### src/rtl/imm_dec_pkg.sv
package imm_dec_pkg;
  localparam int OPC_W = 6;
  localparam logic [OPC_W-1:0] OPC_IMM  = 6'h01;
  localparam logic [OPC_W-1:0] OPC_BR   = 6'h02;
  localparam logic [OPC_W-1:0] OPC_LOOP = 6'h03;

  // strobes from control to datapath
  typedef struct packed {
    logic capture;
    logic selExt32;
    logic selExt64;
    logic isBranch;
    logic isLoop;
  } decCtl_t;
endpackage

### src/rtl/imm_dec_ctrl.sv
module imm_dec_ctrl
  import imm_dec_pkg::*;
#(
  parameter int INSTR_W = 32,
  parameter int IMM_W = 15,
  parameter logic [IMM_W-1:0] ESC32 = 15'h4001,
  parameter logic [IMM_W-1:0] ESC64 = 15'h4000
) (
  input  logic               clk,
  input  logic               rstN,
  input  logic               inValid,
  input  logic [INSTR_W-1:0] instrWord,
  output decCtl_t            ctl,
  output logic               outValid
);
  localparam int OPC_LSB = INSTR_W - OPC_W;

  logic [OPC_W-1:0] opc;
  logic [IMM_W-1:0] immField;

  assign opc      = instrWord[INSTR_W-1:OPC_LSB];
  assign immField = instrWord[IMM_W-1:0];

  always_comb begin
    ctl = '0;
    ctl.capture = inValid;
    unique case (opc)
      OPC_IMM: begin
        ctl.selExt32 = (immField == ESC32);
        ctl.selExt64 = (immField == ESC64);
      end
      OPC_BR:   ctl.isBranch = 1'b1;
      OPC_LOOP: ctl.isLoop = 1'b1;
      default: ;
    endcase
  end

  always_ff @(posedge clk) begin
    if (!rstN) outValid <= 1'b0;
    else       outValid <= inValid;
  end


  valid_follow_chk: assert property (@(posedge clk) disable iff (!rstN)
    inValid |=> outValid);

  valid_drop_chk: assert property (@(posedge clk) disable iff (!rstN)
    !inValid |=> !outValid);

  strobe_excl_chk: assert property (@(posedge clk) disable iff (!rstN)
    $onehot0({ctl.selExt32, ctl.selExt64, ctl.isBranch, ctl.isLoop}));
endmodule

### src/rtl/imm_dec_datapath.sv
module imm_dec_datapath
  import imm_dec_pkg::*;
#(
  parameter int IP_W = 20,
  parameter int DATA_W = 64,
  parameter int INSTR_W = 32,
  parameter int IMM_W = 15
) (
  input  logic               clk,
  input  logic               rstN,
  input  decCtl_t            ctl,
  input  logic [IP_W-1:0]    curIp,
  input  logic [INSTR_W-1:0] instrWord,
  input  logic [INSTR_W-1:0] extWord0,
  input  logic [INSTR_W-1:0] extWord1,
  input  logic [DATA_W-1:0]  loopIn,
  output logic [DATA_W-1:0]  operand,
  output logic [IP_W-1:0]    nextIp,
  output logic [IP_W-1:0]    branchTarget,
  output logic [DATA_W-1:0]  loopOut,
  output logic               loopWrite,
  output logic               taken
);
  localparam int WORD_B = INSTR_W / 8;
  localparam int OFS_PAD = IP_W - IMM_W - 2;
  localparam logic [IP_W-1:0] STEP1 = IP_W'(WORD_B);
  localparam logic [IP_W-1:0] STEP2 = IP_W'(2 * WORD_B);
  localparam logic [IP_W-1:0] STEP3 = IP_W'(3 * WORD_B);

  logic [IMM_W-1:0]  immField;
  logic [DATA_W-1:0] immSext, ext32Sext, ext64Val, opNext;
  logic [IP_W-1:0]   relOfs, tgtNext, seqNext, ipNext;
  logic [DATA_W-1:0] loopDec, loopNext;
  logic              takeNext;

  assign immField  = instrWord[IMM_W-1:0];
  assign immSext   = {{(DATA_W-IMM_W){immField[IMM_W-1]}}, immField};
  assign ext32Sext = {{(DATA_W-INSTR_W){extWord0[INSTR_W-1]}}, extWord0};
  assign ext64Val  = {extWord1, extWord0};
  assign relOfs    = {{OFS_PAD{immField[IMM_W-1]}}, immField, 2'b00};
  assign tgtNext   = curIp + relOfs;
  assign loopDec   = loopIn - 1'b1;

  always_comb begin
    if (ctl.selExt64)      opNext = ext64Val;
    else if (ctl.selExt32) opNext = ext32Sext;
    else                   opNext = immSext;
  end

  always_comb begin
    if (ctl.selExt64)      seqNext = curIp + STEP3;
    else if (ctl.selExt32) seqNext = curIp + STEP2;
    else                   seqNext = curIp + STEP1;
  end

  always_comb begin
    takeNext = ctl.isBranch | (ctl.isLoop & (loopDec != '0));
    loopNext = ctl.isLoop ? loopDec : loopIn;
    ipNext   = takeNext ? tgtNext : seqNext;
  end

  always_ff @(posedge clk) begin
    if (!rstN) begin
      operand      <= '0;
      nextIp       <= '0;
      branchTarget <= '0;
      loopOut      <= '0;
      loopWrite    <= 1'b0;
      taken        <= 1'b0;
    end else if (ctl.capture) begin
      operand      <= opNext;
      nextIp       <= ipNext;
      branchTarget <= tgtNext;
      loopOut      <= loopNext;
      loopWrite    <= ctl.isLoop;
      taken        <= takeNext;
    end
  end


  loop_once_chk: assert property (@(posedge clk) disable iff (!rstN)
    (ctl.capture && ctl.isLoop) |=> (loopWrite && loopOut == $past(loopIn) - 1'b1));

  loop_keep_chk: assert property (@(posedge clk) disable iff (!rstN)
    (ctl.capture && !ctl.isLoop) |=> (!loopWrite && loopOut == $past(loopIn)));

  seq_step_chk: assert property (@(posedge clk) disable iff (!rstN)
    (ctl.capture && !ctl.isBranch && !ctl.isLoop) |=>
      (nextIp == $past(curIp) + STEP1 || nextIp == $past(curIp) + STEP2 ||
       nextIp == $past(curIp) + STEP3));

  hold_chk: assert property (@(posedge clk) disable iff (!rstN)
    !ctl.capture |=> ($stable(operand) && $stable(nextIp) && $stable(loopOut)));

  branch_take_chk: assert property (@(posedge clk) disable iff (!rstN)
    (ctl.capture && ctl.isBranch) |=> (taken && nextIp == branchTarget));
endmodule

### src/rtl/imm_branch_decoder.sv
module imm_branch_decoder
  import imm_dec_pkg::*;
#(
  parameter int IP_W = 20,
  parameter int DATA_W = 64,
  parameter int INSTR_W = 32,
  parameter int IMM_W = 15
) (
  input  logic               clk,
  input  logic               rstN,
  input  logic               inValid,
  input  logic [IP_W-1:0]    curIp,
  input  logic [INSTR_W-1:0] instrWord,
  input  logic [INSTR_W-1:0] extWord0,
  input  logic [INSTR_W-1:0] extWord1,
  input  logic [DATA_W-1:0]  loopIn,
  output logic               outValid,
  output logic [DATA_W-1:0]  operand,
  output logic [IP_W-1:0]    nextIp,
  output logic [IP_W-1:0]    branchTarget,
  output logic [DATA_W-1:0]  loopOut,
  output logic               loopWrite,
  output logic               taken
);
  decCtl_t ctl;

  imm_dec_ctrl #(.INSTR_W(INSTR_W), .IMM_W(IMM_W)) u_ctrl (
    .clk(clk), .rstN(rstN), .inValid(inValid), .instrWord(instrWord),
    .ctl(ctl), .outValid(outValid)
  );

  imm_dec_datapath #(.IP_W(IP_W), .DATA_W(DATA_W), .INSTR_W(INSTR_W), .IMM_W(IMM_W)) u_dp (
    .clk(clk), .rstN(rstN), .ctl(ctl), .curIp(curIp), .instrWord(instrWord),
    .extWord0(extWord0), .extWord1(extWord1), .loopIn(loopIn),
    .operand(operand), .nextIp(nextIp), .branchTarget(branchTarget),
    .loopOut(loopOut), .loopWrite(loopWrite), .taken(taken)
  );
endmodule

### config.mk
export PLATFORM = sky130hd
export DESIGN_NAME = imm_branch_decoder
export DESIGN_NICKNAME = d
export VERILOG_FILES = /design/src/rtl/imm_dec_pkg.sv /design/src/rtl/imm_dec_ctrl.sv /design/src/rtl/imm_dec_datapath.sv /design/src/rtl/imm_branch_decoder.sv
export SDC_FILE = /design/constraint.sdc
export NUM_CORES = 1
export LEC_CHECK = 0
export ABC_AREA = 0
export BUFFER_PORTS_ARGS = -buffer_cell sky130_fd_sc_hd__buf_4
export CAP_MARGIN = 40
export CELL_PAD_IN_SITES_DETAIL_PLACEMENT = 0
export CELL_PAD_IN_SITES_GLOBAL_PLACEMENT = 1
export CORE_MARGIN = 4
export CORE_UTILIZATION = 40
export CTS_BUF_LIST = sky130_fd_sc_hd__clkbuf_2
export DETAILED_ROUTE_END_ITERATION = 6
export GPL_TIMING_DRIVEN = 0
export PLACE_DENSITY = 0.88
export SLEW_MARGIN = 20
export SYNTH_ARGS = -nofsm -noshare
export SYNTH_HDL_FRONTEND = slang
export SYNTH_SLANG_ARGS = --single-unit
export TNS_END_PERCENT = 100
### constraint.sdc
create_clock -name clk -period 6.5 [get_ports clk]
set_clock_uncertainty 0.1 [all_clocks]
set_input_delay 0.65 -clock clk [delete_from_list [all_inputs] [get_ports clk]]
set_output_delay 0.65 -clock clk [all_outputs]
set_load 0.02 [all_outputs]
## Word-level counts from Yosys, hierarchy flattened

Cells that the tools add are included.

| word-level totals | value |
|---|---|
| bits in registers | 171 |
| latch bits | 0 |
| memory bits (writable) | 0 |
| bits in read-only memories | 0 |
| input port bits | 183 |
| output and inout bits | 171 |
| logic and storage cells | 29 |
| memories | 0 |

| cells by class | value |
|---|---|
| $add $sub $neg | 5 |
| multipliers | 0 |
| div/mod/pow operators | 0 |
| magnitude comparators | 0 |
| equal/unequal tests | 5 |
| shifts and indexed selects | 0 |
| muxes and demuxes | 9 |
| bitwise operators | 2 |
| reductions and logical operators | 1 |

Operators by type and width:

| operator | number |
|---|---|
| 64-bit 2-to-1 mux | 3 |
| 64-bit nonzero test | 1 |
| 64-bit by 1-bit subtractor with 64-bit output (second input constant) | 1 |
| 20-bit 2-to-1 mux | 3 |
| 20-bit by 4-bit adder with 20-bit output (second input constant) | 2 |
| 15-bit == test (second input constant) | 2 |
| 20-bit adder | 1 |
| 20-bit by 3-bit adder with 20-bit output (second input constant) | 1 |
| 6-bit by 2-bit == test with 1-bit output (second input constant) | 2 |
| 6-bit by 1-bit == test with 1-bit output (second input constant) | 1 |
| 1-bit 2-to-1 mux | 2 |
| 2-bit 2-to-1 mux | 1 |
| 1-bit bitwise AND | 1 |
| 1-bit OR | 1 |

## Depth between registers and ports, before layout

| logic depth | value |
|---|---|
| word-level depth | 5 |
| gate-level depth with buffers | 13 |
| mapped depth without buffers | 12 |

## Cells and area by module

From an unflattened synthesis, not the netlist that was laid out.

| unflattened totals | value |
|---|---|
| cell total of the unflattened synthesis | 1,267 |
| area total of the unflattened synthesis | 9,932.0 sq um |

Modules (own cells, without submodules):

| module | instances | cells an instance | area an instance (sq um) | seq. area each (sq um) |
|---|---|---|---|---|
| imm_dec_datapath | 1 | 1,252 | 9,795.6 | 3,363.2 |
| imm_dec_ctrl | 1 | 15 | 136.4 | 20.0 |

## Least setup slack after synthesis

Ideal clock, no wire load.

| path | value |
|---|---|
| path kind | input-to-reg |
| start | input loopIn[1] |
| end | register u_dp.nextIp[13] |
| data arrival time | 3.330 ns |
| data required time | 6.278 ns |
| path slack | 2.948 ns |
| cell stages on the path | 13 |
| cells stage by stage | inv_1 > ha_1 > nor3b_1 > nand3_1 > or4b_1 > clkbuf_1 > a22oi_1 > o2111ai_1 > nor4_4 > and3_4 > buf_6 > nor3_1 > a311o_1 |

| between the ends | value |
|---|---|
| cells in the longest elaborated chain, start to end | 5 |

Ends and longest elaborated chain:

| what | line | source |
|---|---|---|
| start, declared | imm_branch_decoder.sv:16 | `input logic [DATA_W-1:0] loopIn,` |
| 64-bit by 1-bit subtractor with 64-bit output | imm_dec_datapath.sv:42 | `assign loopDec = loopIn - 1'b1;` |
| 64-bit nonzero test | imm_dec_datapath.sv:57 | `takeNext = ctl.isBranch \| (ctl.isLoop & (loopDec != '0));` |
| 1-bit bitwise AND | imm_dec_datapath.sv:57 |  |
| 1-bit OR | imm_dec_datapath.sv:57 |  |
| 20-bit 2-to-1 mux | imm_dec_datapath.sv:59 | `ipNext = takeNext ? tgtNext : seqNext;` |
| end signal, assigned | imm_dec_datapath.sv:72 | `nextIp <= ipNext;` |
| end, declared | imm_dec_datapath.sv:18 | `output logic [IP_W-1:0] nextIp,` |

No other way between the ends.
A chain may end at the register's enable or synchronous reset.

## Final worst setup path

| path | value |
|---|---|
| start | input loopIn[1] |
| end | register u_dp.nextIp[9] |

The elaborated chain is that of the path after synthesis.

==> impl_results.rst <==
.. list-table::
   :header-rows: 1

   * - Metric
     - Value
   * - Result of the run
     - finished, final reports clean
   * - Path category of the worst min-delay check
     - in -> reg
   * - Fin. Hold Viols
     - 0
   * - Crit Reg-Reg Endpoint
     - u_dp.nextIp[13]
   * - Floorplan die area
     - 26800 um^2
   * - Count of endpoints failing setup in the final report
     - 0
   * - Slew Limit Headroom
     - 43.7%
   * - Root Buffer
     - sky130_fd_sc_hd__clkbuf_2
   * - Minimum clock period
     - 3680 ps
   * - Die boundary height
     - 164 um
   * - Residual DRC
     - 0
   * - Source-to-sink clock delay at the later pin of the worst-skew pair
     - 780 ps
   * - Worst hold path startpoint
     - extWord0[15]
   * - Area of the placeable core
     - 23700 um^2
   * - Initial core utilization
     - 41.0%
   * - Power density of the placed cells
     - 183 nW/um^2
   * - Worst endpoint required time
     - 7130 ps
   * - Final std cell area, no fill
     - 13500 um^2
   * - Clock sink count
     - 169
   * - Crit end category
     - flop
   * - GRT Util Overall
     - 29.2%
   * - Post-synth ARST share
     - 0%
   * - Proportion of synthesized chip area in sequential cells
     - 34.8%
   * - Final WL
     - 40500 um
   * - Worst min-delay path endpoint
     - u_dp.operand[15]
   * - HPWL Detailed
     - 31600 um
   * - Unrepaired setup endpoints after global routing
     - no
   * - Distinct cell type count after synthesis
     - 71
   * - Number of buffers between clock root and the deepest sink
     - 2
   * - Global-route wire length before repair
     - 61600 um
   * - Clock tree from TritonCTS
     - done
   * - Crit path DAT
     - 4300 ps
   * - Post-cts repair resize count
     - 0
   * - Final net count
     - 1845
   * - Synth Cell Area
     - 9710 um^2
   * - Placed Area
     - 12600 um^2
   * - Final Max Tran Viols
     - 0
   * - DRT antenna net count
     - 0
   * - Synth-to-layout area growth
     - 39.2%
   * - H-tree levels
     - 4
   * - Crit Path Max Fanout
     - 10
   * - Worst ir drop on vdd
     - 108 uV
   * - Final estimated routing congestion in global placement
     - 0.982
   * - Worst-case register-to-register setup slack
     - 5510 ps
   * - Cell Rows
     - 56
   * - Top library cells by usage in the layout, fill and taps aside
     - sky130_fd_sc_hd__buf_4 (334), sky130_fd_sc_hd__nor2_1 (171), sky130_fd_sc_hd__dfxtp_1 (169), sky130_fd_sc_hd__a21oi_1 (112), sky130_fd_sc_hd__o21ai_0 (83)
   * - Total negative setup slack
     - 0 ps
   * - Number of antenna violations at the first check in global routing
     - 1
   * - Total global routing overflow
     - 0
   * - Horizontal die dimension
     - 164 um
   * - Routed length per instance
     - 20.5 um
   * - Fmax
     - 272 MHz
   * - Startpoint of the worst register-to-register path
     - u_dp.nextIp[13]
   * - Clk pin slew, worst setup/hold paths
     - 330 ps
   * - Worst r2r path cells
     - 2
   * - Number of input and output port buffers inserted
     - 332
   * - Flip-flop cell with the highest count after synthesis
     - sky130_fd_sc_hd__dfxtp_1
   * - Largest net degree at the start of global routing
     - 19
   * - Final period util
     - 56.5%
   * - Number of global-route vias before repair
     - 10972
   * - Synthesized instance count
     - 1220
   * - Least-Margin Pin Slew
     - 844 ps
   * - Layout cells sized above 1
     - 24.3%
   * - Critical path class
     - in -> reg
   * - Hold bufs inserted after CTS
     - 63
   * - Vias/cell
     - 5.68
   * - Yosys synthesis warning count
     - 0
   * - Number of buffers inserted to repair setup after CTS
     - 0
   * - Commonest non-fill, non-tap cell in the layout
     - sky130_fd_sc_hd__buf_4
   * - Length of the first detailed-routing pass in iterations
     - 5
   * - Max-Cap Viols
     - 0
   * - Critical Path Source Type
     - input pin
   * - Net count after synthesis
     - 1427
   * - Number of flops mapped to enable cells by yosys
     - 0
   * - Instance count along the most critical hold path
     - 3
   * - Per-instance average area after synthesis
     - 7.96 um^2
   * - Number of DRC markers in iteration 0
     - 973
   * - Yosys reg bits
     - 169
   * - Leakage power
     - 0.00540 uW
   * - Number of primary I/O pins
     - 354
   * - Total vias in the final route
     - 11199
   * - Clock buffers created by TritonCTS
     - 17
==> Yosys cell counts (7+ instances only) <==
cell | count | area (um^2)
sky130_fd_sc_hd__or2_2 | 7 | 43.8
sky130_fd_sc_hd__nand3_1 | 33 | 165
sky130_fd_sc_hd__inv_1 | 16 | 60.1
sky130_fd_sc_hd__o31ai_1 | 8 | 60.1
sky130_fd_sc_hd__nand2_1 | 61 | 229
sky130_fd_sc_hd__a21oi_1 | 112 | 561
sky130_fd_sc_hd__or3_1 | 18 | 113
sky130_fd_sc_hd__clkbuf_1 | 72 | 270
sky130_fd_sc_hd__o21ai_0 | 83 | 415
sky130_fd_sc_hd__nand3b_1 | 9 | 67.6
sky130_fd_sc_hd__and3_1 | 11 | 68.8
sky130_fd_sc_hd__xnor2_1 | 67 | 587
sky130_fd_sc_hd__nor2_1 | 171 | 642
sky130_fd_sc_hd__xor2_1 | 35 | 307
sky130_fd_sc_hd__mux2i_1 | 20 | 200
sky130_fd_sc_hd__dfxtp_1 | 169 | 3380
sky130_fd_sc_hd__a211oi_1 | 64 | 480
sky130_fd_sc_hd__nand4_1 | 27 | 169
sky130_fd_sc_hd__or4_1 | 7 | 52.6
sky130_fd_sc_hd__nor3_1 | 35 | 175
sky130_fd_sc_hd__nor4_1 | 36 | 225
sky130_fd_sc_hd__ha_1 | 23 | 288
sky130_fd_sc_hd__o211ai_1 | 10 | 75.1
==> final cells by class <==
type	instances	area, um^2
Antenna cell	3	7.51
Inverter	18	67.6
Multi-Input combinational cell	951	5930
Clock buffer	17	85.1
Timing Repair Buffer	399	3160
Clock inverter	15	153
Tap cell	319	399
Sequential cell	169	3380
Buffer	82	334
Fill cell	2265	10200
==> sequential cells by signal, indices dropped and copies added, names as in the netlist <==
| signal | cells |
|---|---|
| u_ctrl.outValid | 1 |
| u_dp.branchTarget | 20 |
| u_dp.loopOut | 64 |
| u_dp.loopWrite | 1 |
| u_dp.nextIp | 18 |
| u_dp.operand | 64 |
| u_dp.taken | 1 |
==> critical path, cell delays in order <==
cell                        delay (ps)
sky130_fd_sc_hd__buf_4             140
sky130_fd_sc_hd__inv_1              70
sky130_fd_sc_hd__ha_1              190
sky130_fd_sc_hd__nor3b_1           500
sky130_fd_sc_hd__nand3_1           310
sky130_fd_sc_hd__or4b_1            580
sky130_fd_sc_hd__clkbuf_1          220
sky130_fd_sc_hd__a22oi_1           200
sky130_fd_sc_hd__o2111ai_1         250
sky130_fd_sc_hd__nor4_4            370
sky130_fd_sc_hd__and3_4            280
sky130_fd_sc_hd__buf_6             150
sky130_fd_sc_hd__nor3_1             60
sky130_fd_sc_hd__a311o_1           320
==> per-stage QoR <==
step	util [%]	hold WS (ps)	power [uW]	worst slack, ps	cells
finish	57.1	39.6	2470	2820	1973
global route	57.0	0.360	2590	2770	1972
CTS	56.9	1.29	2480	3020	1967
detailed placement	53.3	352	1870	2130	1872
global placement	53.2	349	1860	2200	1871
floorplan	-	431	1520	2950	1220
==> power breakdown <==
part / switching [uW] / leakage, uW / internal [uW] / total [uW]
registers: 46.0 / 0.00140 / 1120 / 1160
clock network: 457 / 0.000144 / 125 / 583
logic: 412 / 0.00385 / 314 / 725
==> worst max-delay path by stage <==
stage / from / end / slack, ps
2_1_floorplan: loopIn[1] / u_dp.nextIp[13] / 2950
3_3_place_gp: loopIn[1] / u_dp.nextIp[9] / 2200
3_5_place_dp: loopIn[1] / u_dp.nextIp[7] / 2130
4_1_cts: loopIn[1] / u_dp.nextIp[7] / 3020
5_1_grt: loopIn[1] / u_dp.nextIp[7] / 2770
6_report: loopIn[1] / u_dp.nextIp[9] / 2820
==> routing by layer <==
layer	up-vias	part of all wire [%]	global-route usage, %
met5	-	0	0
li1	5312	-	-
met4	0	3.5	10.6
met2	517	44	46.4
met1	5296	44	39.2
met3	74	8.6	6.20
==> cells by family after synthesis <==
| logic type | count (synthesis) | synth area share (%) |
|---|---|---|
| AOI/OAI and AO/OA | 336 | 21.4 |
| adders and majority gates | 24 | 3.17 |
| muxes | 21 | 2.18 |
| xor gates and xnor gates | 102 | 9.20 |
| DFF | 169 | 34.8 |
| and+or+nand+nor | 468 | 25.0 |
| buffers and inverters | 100 | 4.14 |
Note: power is estimated with default switching activity, not from simulation.
